**config.mk**
```make
export PLATFORM = sky130hd
export DESIGN_NAME = hcs_top
export DESIGN_NICKNAME = d
export VERILOG_FILES = /design/src/rtl/hcs_pkg.sv /design/src/rtl/hcs_sync.sv /design/src/rtl/hcs_halt_detect.sv /design/src/rtl/hcs_stop_seq.sv /design/src/rtl/hcs_top.sv
export SDC_FILE = /design/constraint.sdc
export NUM_CORES = 1
export LEC_CHECK = 0
export ABC_CLOCK_PERIOD_IN_PS = 1400
export BUFFER_PORTS_ARGS = -buffer_cell sky130_fd_sc_hd__buf_2
export CORE_MARGIN = 10
export CORE_UTILIZATION = 38
export CTS_CLUSTER_SIZE = 28
export DETAILED_ROUTE_END_ITERATION = 8
export GPL_ROUTABILITY_DRIVEN = 1
export PLACE_DENSITY = 0.61
export SYNTH_ARGS = -nofsm -noshare
export SYNTH_HDL_FRONTEND = slang
export SYNTH_SLANG_ARGS = --single-unit
```
**constraint.sdc**
```tcl
create_clock -name clk_osc -period 1.4 [get_ports clk_osc]
set_input_delay 0.14 -clock clk_osc [delete_from_list [all_inputs] [get_ports clk_osc]]
set_output_delay 0.14 -clock clk_osc [all_outputs]
set_load 0.05 [all_outputs]
```
**src/rtl/hcs_pkg.sv**
```systemverilog
package hcs_pkg;
  localparam int STAT_W = 3;
  localparam logic [STAT_W-1:0] CODE_IDLE = 3'b111;
  localparam logic [STAT_W-1:0] CODE_HALT = 3'b011;

  typedef enum logic [1:0] {
    ST_RUN   = 2'd0,
    ST_DRAIN = 2'd1,
    ST_HALT  = 2'd2
  } stop_state_t;

  function automatic logic is_halt_pair(input logic [STAT_W-1:0] prev_code,
                                        input logic [STAT_W-1:0] cur_code);
    return (prev_code == CODE_IDLE) && (cur_code == CODE_HALT);
  endfunction

  function automatic logic drain_done(input int unsigned count, input int unsigned limit);
    return (count + 1) >= limit;
  endfunction
endpackage

```
**src/rtl/hcs_sync.sv**
```systemverilog
module hcs_sync #(
  parameter int W      = 1,
  parameter int STAGES = 2
) (
  input  logic         clk,
  input  logic         rst_n,
  input  logic [W-1:0] d,
  output logic [W-1:0] q
);
  logic [W-1:0] pipe [STAGES];

  generate
    for (genvar i = 0; i < STAGES; i++) begin : g_stage
      if (i == 0) begin : g_first
        always_ff @(posedge clk or negedge rst_n) begin
          if (!rst_n) pipe[0] <= '0;
          else        pipe[0] <= d;
        end
      end else begin : g_next
        always_ff @(posedge clk or negedge rst_n) begin
          if (!rst_n) pipe[i] <= '0;
          else        pipe[i] <= pipe[i-1];
        end
      end
    end
  endgenerate

  assign q = pipe[STAGES-1];
endmodule

```
**src/rtl/hcs_halt_detect.sv**
```systemverilog
module hcs_halt_detect
  import hcs_pkg::*;
(
  input  logic              clk,
  input  logic              rst_n,
  input  logic [STAT_W-1:0] stat_sy,
  input  logic              disarm,
  output logic              halt_det,
  output logic              idle_seen
);
  logic [STAT_W-1:0] prev_code;

  always_ff @(posedge clk or negedge rst_n) begin
    if (!rst_n)      prev_code <= '0;
    else if (disarm) prev_code <= '0;
    else             prev_code <= stat_sy;
  end

  assign idle_seen = (prev_code == CODE_IDLE);
  assign halt_det  = is_halt_pair(prev_code, stat_sy);
endmodule

```
**src/rtl/hcs_stop_seq.sv**
```systemverilog
module hcs_stop_seq
  import hcs_pkg::*;
#(
  parameter int DRAIN_CYCLES = 2
) (
  input  logic clk,
  input  logic rst_n,
  input  logic halt_det,
  input  logic start_pulse,
  input  logic cyc_tick,
  input  logic mode_gate,
  output logic cpu_en,
  output logic duty_en,
  output logic pclk_en,
  output logic osc_run,
  output logic in_drain
);
  localparam int CNT_W = $clog2(DRAIN_CYCLES + 1);

  stop_state_t      state;
  logic [CNT_W-1:0] drain_cnt;

  always_ff @(posedge clk or negedge rst_n) begin
    if (!rst_n) begin
      state     <= ST_RUN;
      drain_cnt <= '0;
    end else if (start_pulse) begin
      state     <= ST_RUN;
      drain_cnt <= '0;
    end else begin
      unique case (state)
        ST_RUN: begin
          if (halt_det) begin
            state     <= ST_DRAIN;
            drain_cnt <= '0;
          end
        end
        ST_DRAIN: begin
          if (cyc_tick) begin
            if (drain_done(int'(drain_cnt), DRAIN_CYCLES)) state <= ST_HALT;
            else drain_cnt <= drain_cnt + 1'b1;
          end
        end
        ST_HALT: state <= ST_HALT;
        default: state <= ST_RUN;
      endcase
    end
  end

  assign cpu_en   = (state != ST_HALT);
  assign duty_en  = (state != ST_HALT);
  assign pclk_en  = (state == ST_RUN);
  assign in_drain = (state == ST_DRAIN);
  assign osc_run  = !((state == ST_HALT) && !mode_gate);
endmodule

```
**src/rtl/hcs_top.sv**
```systemverilog
module hcs_top
  import hcs_pkg::*;
#(
  parameter int SYNC_STAGES  = 2,
  parameter int DRAIN_CYCLES = 2
) (
  input  logic       clk_osc,
  input  logic       rst_n,
  input  logic [2:0] stat_i,
  input  logic       mode_gate_i,
  input  logic       start_i,
  input  logic       cyc_tick_i,
  output logic       cpu_clk_en_o,
  output logic       duty_clk_en_o,
  output logic       pclk_en_o,
  output logic       osc_run_o
);
  logic [STAT_W:0]   sync_in, sync_out;
  logic [STAT_W-1:0] stat_sy;
  logic              start_sy, start_prev;
  logic              start_pulse;
  logic              halt_det;
  logic              idle_seen;
  logic              in_drain;

  assign sync_in = {start_i, stat_i};

  hcs_sync #(.W(STAT_W + 1), .STAGES(SYNC_STAGES)) u_sync (
    .clk(clk_osc), .rst_n(rst_n), .d(sync_in), .q(sync_out)
  );

  assign stat_sy  = sync_out[STAT_W-1:0];
  assign start_sy = sync_out[STAT_W];

  always_ff @(posedge clk_osc or negedge rst_n) begin
    if (!rst_n) start_prev <= 1'b0;
    else        start_prev <= start_sy;
  end
  assign start_pulse = start_sy && !start_prev;

  hcs_halt_detect u_det (
    .clk(clk_osc), .rst_n(rst_n), .stat_sy(stat_sy), .disarm(start_pulse),
    .halt_det(halt_det), .idle_seen(idle_seen)
  );

  hcs_stop_seq #(.DRAIN_CYCLES(DRAIN_CYCLES)) u_seq (
    .clk(clk_osc), .rst_n(rst_n), .halt_det(halt_det), .start_pulse(start_pulse),
    .cyc_tick(cyc_tick_i), .mode_gate(mode_gate_i),
    .cpu_en(cpu_clk_en_o), .duty_en(duty_clk_en_o), .pclk_en(pclk_en_o),
    .osc_run(osc_run_o), .in_drain(in_drain)
  );
endmodule

```
==> results of run 1 <==
==> cell families after synthesis <==
logic type | Yosys count
compound gates | 7
fa+ha+maj | 4
buf+inv | 7
flops | 16
mux | 1
simple gates | 17
==> repair_timing <==
action | 4_1_cts | 5_1_grt
hold buffers | 5 | 0
setup endpoints to repair | 4 | 7
resized for setup | 2 | 12
endpoints found under the hold margin | 20 | 0
==> power breakdown <==
part	leakage [nW]	switching [W]	internal, W
registers	0.198	0.00000729	0.000481
clock network	0.0138	0.000129	0.0000998
logic	0.175	0.0000330	0.0000345
==> placed cells by master, fill, tap and decap left out, drive strengths merged <==
cell	netlist	final
a21oi	3	3
a22o	1	1
a41o	1	1
and2	3	3
buf	2	12
clkbuf	0	3
dfrtp	16	16
dlygate4sd3	0	5
ha	4	4
inv	5	5
mux2	1	1
nand2	2	2
nand2b	5	5
nand3	3	3
nand4	2	2
nor2	1	1
nor2b	1	1
o211ai	1	1
o21ai	1	1
==> flip-flops by register name, indices dropped and copies added (netlist names) <==
signal	count
start_prev	1
u_seq.state	2
u_sync.q	4
u_sync.pipe	4
u_seq.drain_cnt	2
u_det.prev_code	3
==> cell usage after synthesis <==
master,number
dfrtp_1,16
inv_1,5
ha_1,4
nand2b_1,4
a21oi_1,3
and2_1,3
nand3_1,3
nand2_1,2
nand4_1,2
a22o_1,1
a41o_1,1
buf_4,1
buf_6,1
mux2_2,1
nand2b_4,1
nor2_1,1
nor2b_4,1
o211ai_2,1
o21ai_0,1
==> stage by stage <==
step                setup slack [ns]  power, W  util [%]  hold slack [ns]  cell area, um2
global placement              0.0354  0.000554      43.7           0.0660             738
global route                 -0.0248  0.000826      49.6            0.311             837
finish                        0.0600  0.000785      49.6            0.274             837
floorplan                     0.0227  0.000531         -           -0.156             673
detailed placement            0.0330  0.000555      43.7           0.0715             738
CTS                          -0.0423  0.000801      48.3            0.259             816
==> worst min path at each step <==
stage,from,endpoint,slack (ns),cells past startpoint
global route,cyc_tick_i,u_seq.state[0],0.31,4
finish,cyc_tick_i,u_seq.state[0],0.27,4
global placement,rst_n,u_sync.pipe[6],0.07,1
detailed placement,rst_n,u_sync.q[2],0.07,1
CTS,cyc_tick_i,u_seq.state[0],0.26,4
floorplan,rst_n,start_prev,-0.16,0
==> critical path: stages (launching register included) <==
cell and delay (ns):
dfrtp_1 0.41, inv_2 0.09, ha_2 0.19, nand2b_1 0.07, buf_6 0.15
==> area by class of cell <==
| class | count | area share [%] |
|---|---|---|
| inverters | 5 | 2.24 |
| clock buffers | 3 | 2.69 |
| flip-flops and latches | 16 | 47.8 |
| well taps | 17 | 2.54 |
| repair buffers | 17 | 16.0 |
| multi-input cells | 29 | 28.7 |
==> layer usage <==
layer / vias up / routed length, um
met5: - / 0
met4: 0 / 20
met3: 2 / 103
met2: 11 / 503
met1: 205 / 398
li1: 210 / -
==> run_results.csv, run 1 <==
group,metric,value,unit
status,status,"finished, final reports clean",
cells_and_area,final_nets,84,
clocking,htreeDepth,1,
clocking,clockBufferDepth,2,
sta,fin_setup_tns,0,ns
floorplanning,ioPinCount,12,
clocking,clock_sinks,16,
routing,routed_wl,1030,um
synth,synth_area_leaders,"dfrtp_1 (61%), ha_1 (7.6%), nand2b_1 (3.8%), and2_1 (2.8%), inv_1 (2.8%)",
pwr,power.leakage,0.386,nW
routing,dr.pass1.iters,3,
sta,max_freq,0.746,GHz
floorplanning,core_region_area,1690,um2
synth,ys_warn_count,0,
global_route,groute.usage.overall,6.72,%
sta,fin_crit_sh,95.7,%
global_route,busiest_layer,"met2",
floorplanning,start_util,39.1,%
critical_path,critPathMaxFanout,3,
routing,viasPerCell,4.92,
critical_path,r2r_start,"u_seq.drain_cnt[0]",
synth,netlist_area,661,um2
synth,yosysSeqAreaShare,60.6,%
placement,place_hpwl,768,um
floorplanning,rows,15,
placement,gp_congestion,0.735,
routing,num_vias,428,
clocking,cts_root_buf,"clkbuf_4",
synth,synth.distinct_cells,19,
synth,synth_fa_ha_area_share,7.58,%
synth,avgSynthCellArea,12.7,um2
critical_path,crit_start,"u_seq.state[0]",
routing,route.detailed.drc,0,
cells_and_area,drive_above_1_share,35.7,%
critical_path,required,1.26,ns
synth,muxShareOfSynthArea,1.70,%
global_route,grt_max_degree,17,
sta,hold_viol,0,
global_route,grtUsageMet2,10.8,%
global_route,grt_pass1_wl,1850,um
synth,ys_seq_elements,16,
cells_and_area,n_fill_cell,169,
global_route,grt-ovfl-total,0,
placement,dp_cells,79,
critical_path,reg2reg_depth,6,
placement,port_buffers,11,
sta,rsz0062_at_grt,"true",
cells_and_area,seqCellArea,400,um2
pwr,peakVddDrop,632,uV
synth,synth-xor-area-share,0,%
cells_and_area,syn2layout_area_growth,26.7,%
clocking,clkTransAtPathRegs,0.09,ns
floorplanning,fp.dieW,61.7,um
synth,synth-simple-area-share,16.7,%
sta,worstMarginPinSlew,0.343,ns
cells_and_area,multi_input_area,240,um2
pwr,p_per_area,938,nW/um2
routing,wl_per_cell,11.8,um
run,drv_cap,0,
clocking,clk_latency,0.28,ns
synth,synth_top_area_share,60.6,%
critical_path,rrSetupSlack,0.09,ns
synth,synth_cells,52,
routing,antenna_left,0,
global_route,grtUsageMet1,7.12,%
sta,max_slew_margin,77.1,%
critical_path,cp.arrival,1.20,ns
critical_path,critical_path_class,"reg -> out",
sta,post-route-min-period,1.34,ns
synth,syn_nets,64,
sta,clock_skew,0.00748,ns
critical_path,endpoint,"osc_run_o",
global_route,grt_pass1_vias,438,
synth,yosys.area.top_type,"dfrtp_1",
floorplanning,chipHeight,61.7,um
synth,synth_compound_area_share,7.77,%
floorplanning,die-area,3810,um2
routing,dr.first_iter.drc_count,3,
clocking,tritoncts,"yes",
critical_path,start_kind,"register",
critical_path,cp-end-kind,"output pin",
global_route,use_met3,3.05,%
sta,setup_viol,0,
cells_and_area,final_cells,87,
sta,finalMaxSlewViolations,0,
synth,synth_top_family_by_area,"simple AND/OR/NAND/NOR gates",
critical_path,rr_endpoint,"u_seq.state[1]",
clocking,cts_buffers,3,
cells_and_area,diodes,0,
worst_hold_path,hold_path.class,"in -> reg",
clocking,postCtsSetupRepairBufs,0,
global_route,antenna_found_initial,0,
Note: power is estimated with default switching activity, not from simulation.
==> run 2, diff against run 1 <==
--- a/config.mk
+++ b/config.mk
@@ -15,4 +15,5 @@
 export PLACE_DENSITY = 0.61
 export SYNTH_ARGS = -nofsm -noshare
 export SYNTH_HDL_FRONTEND = slang
+export SYNTH_HIERARCHICAL = 1
 export SYNTH_SLANG_ARGS = --single-unit
==> run_results.csv, run 2 <==
group,metric,value,unit
status,status,"finished with violations",
status,failed_checks,"setup timing",
synth,ys_warn_count,6,
cells_and_area,syn2layout_area_growth,36.2,%
critical_path,required,1.62,ns
synth,syn_nets,67,
worst_hold_path,hold_path.class,"in -> reg",
routing,antenna_left,0,
sta,worstMarginPinSlew,0.345,ns
critical_path,crit_chain,"inv_2 > ha_2 > inv_1 > or4_1 > a21oi_2",
clocking,tritoncts,"yes",
pwr,peakVddDrop,1010,uV
global_route,grt_pass1_wl,2120,um
sta,post-route-min-period,1.47,ns
clocking,clkTransAtPathRegs,0.09,ns
synth,synth_area_leaders,"dfrtp_1 (58%), ha_1 (9.1%), buf_4 (5.5%), mux2i_1 (4.4%), nor2b_1 (3.6%)",
pwr,p_comb_share,50.1,%
critical_path,start_kind,"register",
synth,avgSynthCellArea,12.7,um2
floorplanning,core_region_area,1730,um2
critical_path,cp.arrival,1.68,ns
clocking,htreeDepth,1,
synth,synth_top_area_share,58.3,%
routing,wl_per_cell,12.5,um
sta,rsz0062_at_grt,"true",
placement,dp_cells,87,
synth,netlist_area,687,um2
synth,synth_compound_area_share,5.46,%
synth,synth_edf_count,0,
worst_hold_path,holdCritStartpoint,"cyc_tick_i",
global_route,grt_pass1_vias,468,
floorplanning,die-area,3910,um2
synth,yosys-top-cells-count,"dfrtp_1 (16), inv_1 (6), buf_4 (5), ha_1 (5), nor2b_1 (4)",
synth,yosys.area.top_type,"dfrtp_1",
synth,synth-xor-area-share,0,%
critical_path,r2r_start,"u_seq/state[1]",
sta,fin_ws,-0.0657,ns
critical_path,slowest_delay,0.53,ns
pwr,p_per_area,1830,nW/um2
cells_and_area,diodes,0,
critical_path,cp_slowest_cell,"or4_1",
pwr,power.total,0.00171,W
routing,routed_wl,1230,um
clocking,clockBufferDepth,2,
floorplanning,rows,15,
run,drv_cap,0,
synth,synthArstFlopShare,100,%
critical_path,rrSetupSlack,-0.07,ns
routing,route.detailed.drc,0,
routing,num_vias,424,
cells_and_area,drive_above_1_share,43.8,%
floorplanning,start_util,39.8,%
global_route,antenna_found_initial,0,
cells_and_area,final_nets,87,
critical_path,cp-end-kind,"register",
cells_and_area,final_common_cell,"dfrtp_1",
routing,dr.pass1.iters,4,
pwr,p_clk_share,17.3,%
global_route,groute.usage.overall,6.65,%
floorplanning,ioPinCount,12,
worst_hold_path,hold_depth,4,
floorplanning,fp.dieW,62.5,um
sta,max_slew_margin,77.0,%
routing,viasPerCell,4.33,
global_route,grt-ovfl-total,0,
pwr,intPower,0.00107,W
sta,setup_viol,3,
cells_and_area,seqCellArea,400,um2
synth,synth_top_family_by_area,"simple AND/OR/NAND/NOR gates",
sta,max_freq,0.682,GHz
critical_path,critical_path_class,"reg -> reg",
global_route,grt_max_degree,17,
clocking,clk_latency,0.28,ns
critical_path,critPathMaxFanout,4,
synth,ys_seq_elements,16,
clocking,cts_buffers,3,
sta,clock_skew,0.00759,ns
clocking,clock_sinks,16,
pwr,power.leakage,0.422,nW
synth,muxShareOfSynthArea,4.37,%
sta,finalMaxSlewViolations,0,
pwr,swShare,37.3,%
cells_and_area,final_cells,98,
cells_and_area,n_fill_cell,171,
clocking,cts_root_buf,"clkbuf_4",
synth,yosysSeqAreaShare,58.3,%
worst_hold_path,holdPathEnd,"u_seq/drain_cnt[1]",
pwr,switchingPower,0.000639,W
cells_and_area,multi_input_area,270,um2
synth,synth-simple-area-share,14.0,%
floorplanning,chipHeight,62.5,um
sta,fin_crit_sh,105,%
cells_and_area,mostFrequentLayoutCells,"dfrtp_1 (16), buf_2 (7), dlygate4sd3_1 (5)",
sta,hold_viol,0,
synth,synth_cells,54,
synth,ys_dominant_reg_cell,"dfrtp_1",
routing,dr.first_iter.drc_count,1,
critical_path,rr_endpoint,"u_seq/drain_cnt[0]",
placement,gp_congestion,0.724,
placement,place_hpwl,841,um
critical_path,reg2reg_depth,5,
synth,yosysMostFrequentCell,"dfrtp_1",
synth,synth_fa_ha_area_share,9.11,%
synth,synth.distinct_cells,17,
placement,port_buffers,11,
pwr,seq_power_share,32.6,%
==> run 2: layer usage <==
layer / share of wire [%] / vias up / wire length, um / track usage [%]
met5: 0 / - / 0 / 0
met4: 2.0 / 0 / 24 / 4.75
met3: 3.3 / 4 / 40 / 1.97
met2: 55 / 6 / 679 / 11.3
met1: 39 / 201 / 483 / 6.81
li1: - / 213 / - / -
==> run 2: cell families after synthesis <==
kind of cell	after synthesis
compound gates	6
fa+ha+maj	5
buf+inv	11
flops	16
mux	3
simple gates	13
==> run 2: cell type report <==
| class | count | area share [%] |
|---|---|---|
| clock buffers | 4 | 3.88 |
| inverters | 6 | 2.67 |
| multi-input cells | 27 | 28.9 |
| flip-flops and latches | 16 | 42.8 |
| well taps | 25 | 3.34 |
| repair buffers | 20 | 18.4 |
==> run 2: power groups by stage <==
stage | logic, W | registers [W] | clock network [W]
floorplan | 0.000540 | 0.000558 | 0
global placement | 0.000624 | 0.000564 | 0
detailed placement | 0.000635 | 0.000567 | 0
CTS | 0.000680 | 0.000557 | 0.000312
global route | 0.000943 | 0.000566 | 0.000333
finish | 0.000858 | 0.000558 | 0.000295
==> run 2: metrics by stage <==
step                hold slack (ns)  util, %  setup WS (ns)  TNS (ns)  area (um2)
global route                  0.318     54.2         -0.132    -0.413         936
detailed placement           0.0673     44.4        -0.0455   -0.0455         767
CTS                           0.272     50.4        -0.0690    -0.205         870
finish                        0.270     54.2        -0.0657   -0.0912         936
global placement             0.0640     44.4        -0.0163   -0.0163         767
floorplan                    -0.156        -        0.00247         0         703
==> run 2: worst max-delay path: cells and delay by family (launching register included) <==
family / cells / cell delay [ns]
simple gates: 1 / 0.53
compound gates: 1 / 0.12
buf+inv: 2 / 0.16
flops: 1 / 0.40
fa+ha+maj: 1 / 0.20
==> run 2: repair_timing <==
action                                  CTS  global route
buffers inserted                          1             1
hold buffers                              5             0
resized for setup                         3            17
pin swaps                                 0             4
endpoints found under the setup margin    4             8
endpoints found under the hold margin    20             0
==> run 2: how the worst max path moves through the flow <==
stage               cells after the start            from                  to
detailed placement                      4  u_seq/state[0]  u_seq/drain_cnt[0]
finish                                  5  u_seq/state[1]  u_seq/drain_cnt[0]
global placement                        4  u_seq/state[0]  u_seq/drain_cnt[0]
floorplan                               5  u_seq/state[0]  u_seq/drain_cnt[0]
global route                            5  u_seq/state[1]  u_seq/drain_cnt[0]
CTS                                     4  u_seq/state[1]       duty_clk_en_o
==> run 3, diff against run 2 <==
==> constraint.sdc (replaced) <==
create_clock -name clk_osc -period 1.4 [get_ports clk_osc]
set_input_delay 0.21 -clock clk_osc [delete_from_list [all_inputs] [get_ports clk_osc]]
set_output_delay 0.21 -clock clk_osc [all_outputs]
set_load 0.05 [all_outputs]
==> run_results.csv, run 3 (synthesis gave the netlist of run 2 again) <==
group,metric,value,unit
cells_and_area,mostFrequentLayoutCells,"dfrtp_1 (15), buf_2 (7), ha_4 (5)",
sta,holdWs,0.0240,ns
status,status,"finished with violations",
critical_path,r2r_start,"u_seq/state[0]",
sta,clock_skew,0.00473,ns
clocking,tritoncts,"yes",
pwr,switchingPower,0.000680,W
cells_and_area,seqCellArea,402,um2
global_route,grt_pass1_vias,420,
sta,worstMarginPinSlew,0.339,ns
run,drv_cap,0,
clocking,cts_root_buf,"clkbuf_4",
sta,setup_viol,4,
placement,dp_slack,-0.0435,ns
critical_path,endpoint,"u_seq/drain_cnt[0]",
floorplanning,fp.dieW,62.5,um
cells_and_area,diodes,0,
critical_path,rr_endpoint,"u_seq/drain_cnt[0]",
floorplanning,die-area,3910,um2
critical_path,reg2reg_depth,5,
worst_hold_path,holdCritStartpoint,"start_i",
floorplanning,start_util,39.8,%
critical_path,start_kind,"register",
placement,gp_congestion,0.775,
critical_path,cp-end-kind,"register",
global_route,antenna_found_initial,0,
floorplanning,chipHeight,62.5,um
routing,dr.pass1.iters,2,
critical_path,critPathMaxFanout,4,
global_route,groute.usage.overall,5.95,%
critical_path,cp.arrival,1.68,ns
critical_path,slowest_delay,0.44,ns
cells_and_area,drive_above_1_share,48.6,%
global_route,grt_pass1_wl,1870,um
floorplanning,core_region_area,1730,um2
cells_and_area,final_nets,86,
cells_and_area,fin_area,970,um2
critical_path,cp.depth,5,
clocking,htreeDepth,1,
clocking,clk_latency,0.29,ns
routing,wl_per_cell,12.0,um
cells_and_area,final_util,56.2,%
global_route,grt-ovfl-total,0,
critical_path,required,1.63,ns
pwr,peakVddDrop,963,uV
critical_path,critical_path_class,"reg -> reg",
cells_and_area,multi_input_area,315,um2
sta,post-route-min-period,1.45,ns
sta,fin_ws,-0.0497,ns
placement,post_dp_cell_area,771,um2
status,failed_checks,"setup timing",
clocking,clockBufferDepth,2,
critical_path,crit_chain,"inv_4 > ha_4 > mux2i_2 > or4_4 > a21oi_2",
pwr,p_per_area,1830,nW/um2
routing,dr.first_iter.drc_count,1,
routing,antenna_left,0,
routing,routed_wl,1160,um
worst_hold_path,hold_path.class,"in -> reg",
pwr,power.leakage,0.419,nW
sta,max_freq,0.690,GHz
pwr,p_comb_share,50.6,%
critical_path,crit_start,"u_seq/state[0]",
floorplanning,ioPinCount,12,
sta,finalMaxSlewViolations,0,
routing,route.detailed.drc,0,
placement,port_buffers,11,
pwr,p_clk_share,16.9,%
floorplanning,rows,15,
cells_and_area,final_common_cell,"dfrtp_1",
clocking,cts_buffers,3,
clocking,clock_sinks,16,
routing,num_vias,433,
critical_path,cp_slowest_cell,"dfrtp_2",
sta,fin_crit_sh,104,%
sta,max_slew_margin,77.4,%
critical_path,rrSetupSlack,-0.05,ns
cells_and_area,syn2layout_area_growth,41.2,%
sta,hold_viol,0,
pwr,intPower,0.00110,W
clocking,clkTransAtPathRegs,0.09,ns
pwr,swShare,38.2,%
placement,place_hpwl,792,um
critical_path,path_delay_family,"flip-flops",
pwr,seq_power_share,32.5,%
critical_path,crit_buf_inv,1,
cells_and_area,n_fill_cell,155,
routing,viasPerCell,4.46,
sta,rsz0062_at_grt,"true",
global_route,grt_max_degree,17,
-- run 3: layout make-up --
| type | instances | area share, % |
|---|---|---|
| Inverter | 6 | 3.23 |
| Tap cell | 25 | 3.23 |
| Multi-Input combinational cell | 27 | 32.5 |
| Sequential cell | 16 | 41.4 |
| Clock buffer | 4 | 3.74 |
| Timing Repair Buffer | 19 | 15.9 |
-- run 3: power groups by stage --
stage	registers, W	clock network (W)	logic [W]
floorplan	0.000558	0	0.000564
global placement	0.000563	0	0.000646
finish	0.000577	0.000301	0.000898
global route	0.000587	0.000343	0.000986
detailed placement	0.000566	0	0.000659
CTS	0.000557	0.000312	0.000765
-- run 3: metal layers --
layer	vias to the layer above	GRT usage (%)	routed length, um	share of wire, %
met3	2	3.23	43	3.7
met4	0	2.51	17	1.5
met5	-	0	0	0
li1	208	-	-	-
met2	7	9.36	639	55
met1	216	6.49	461	40
-- run 3: worst min path at each step --
| stage | to | slack (ns) | cells past startpoint |
|---|---|---|---|
| after floorplan | start_prev | -0.09 | 0 |
| after global placement | u_seq/drain_cnt[0] | 0.14 | 1 |
| after detailed placement | u_seq/drain_cnt[0] | 0.13 | 1 |
| after CTS | u_sync/pipe[7] | 0.01 | 1 |
| after global routing | u_sync/pipe[7] | 0.001 | 1 |
| final | u_sync/pipe[7] | 0.02 | 1 |
-- run 3: metrics by stage --
step	setup TNS [ns]	power (W)	instances
after floorplan	0	0.00112	54
after global placement	-0.0222	0.00121	87
after detailed placement	-0.0435	0.00122	87
after CTS	-0.216	0.00163	92
after global routing	-0.585	0.00192	97
final	-0.196	0.00178	97
-- run 3: repair_timing --
| action | 4_1_cts | 5_1_grt |
|---|---|---|
| pin swaps | 0 | 5 |
| hold buffers | 1 | 3 |
| resized for setup | 11 | 15 |
| endpoints found under the setup margin | 5 | 8 |
| buffers inserted | 0 | 2 |
| endpoints found under the hold margin | 16 | 3 |
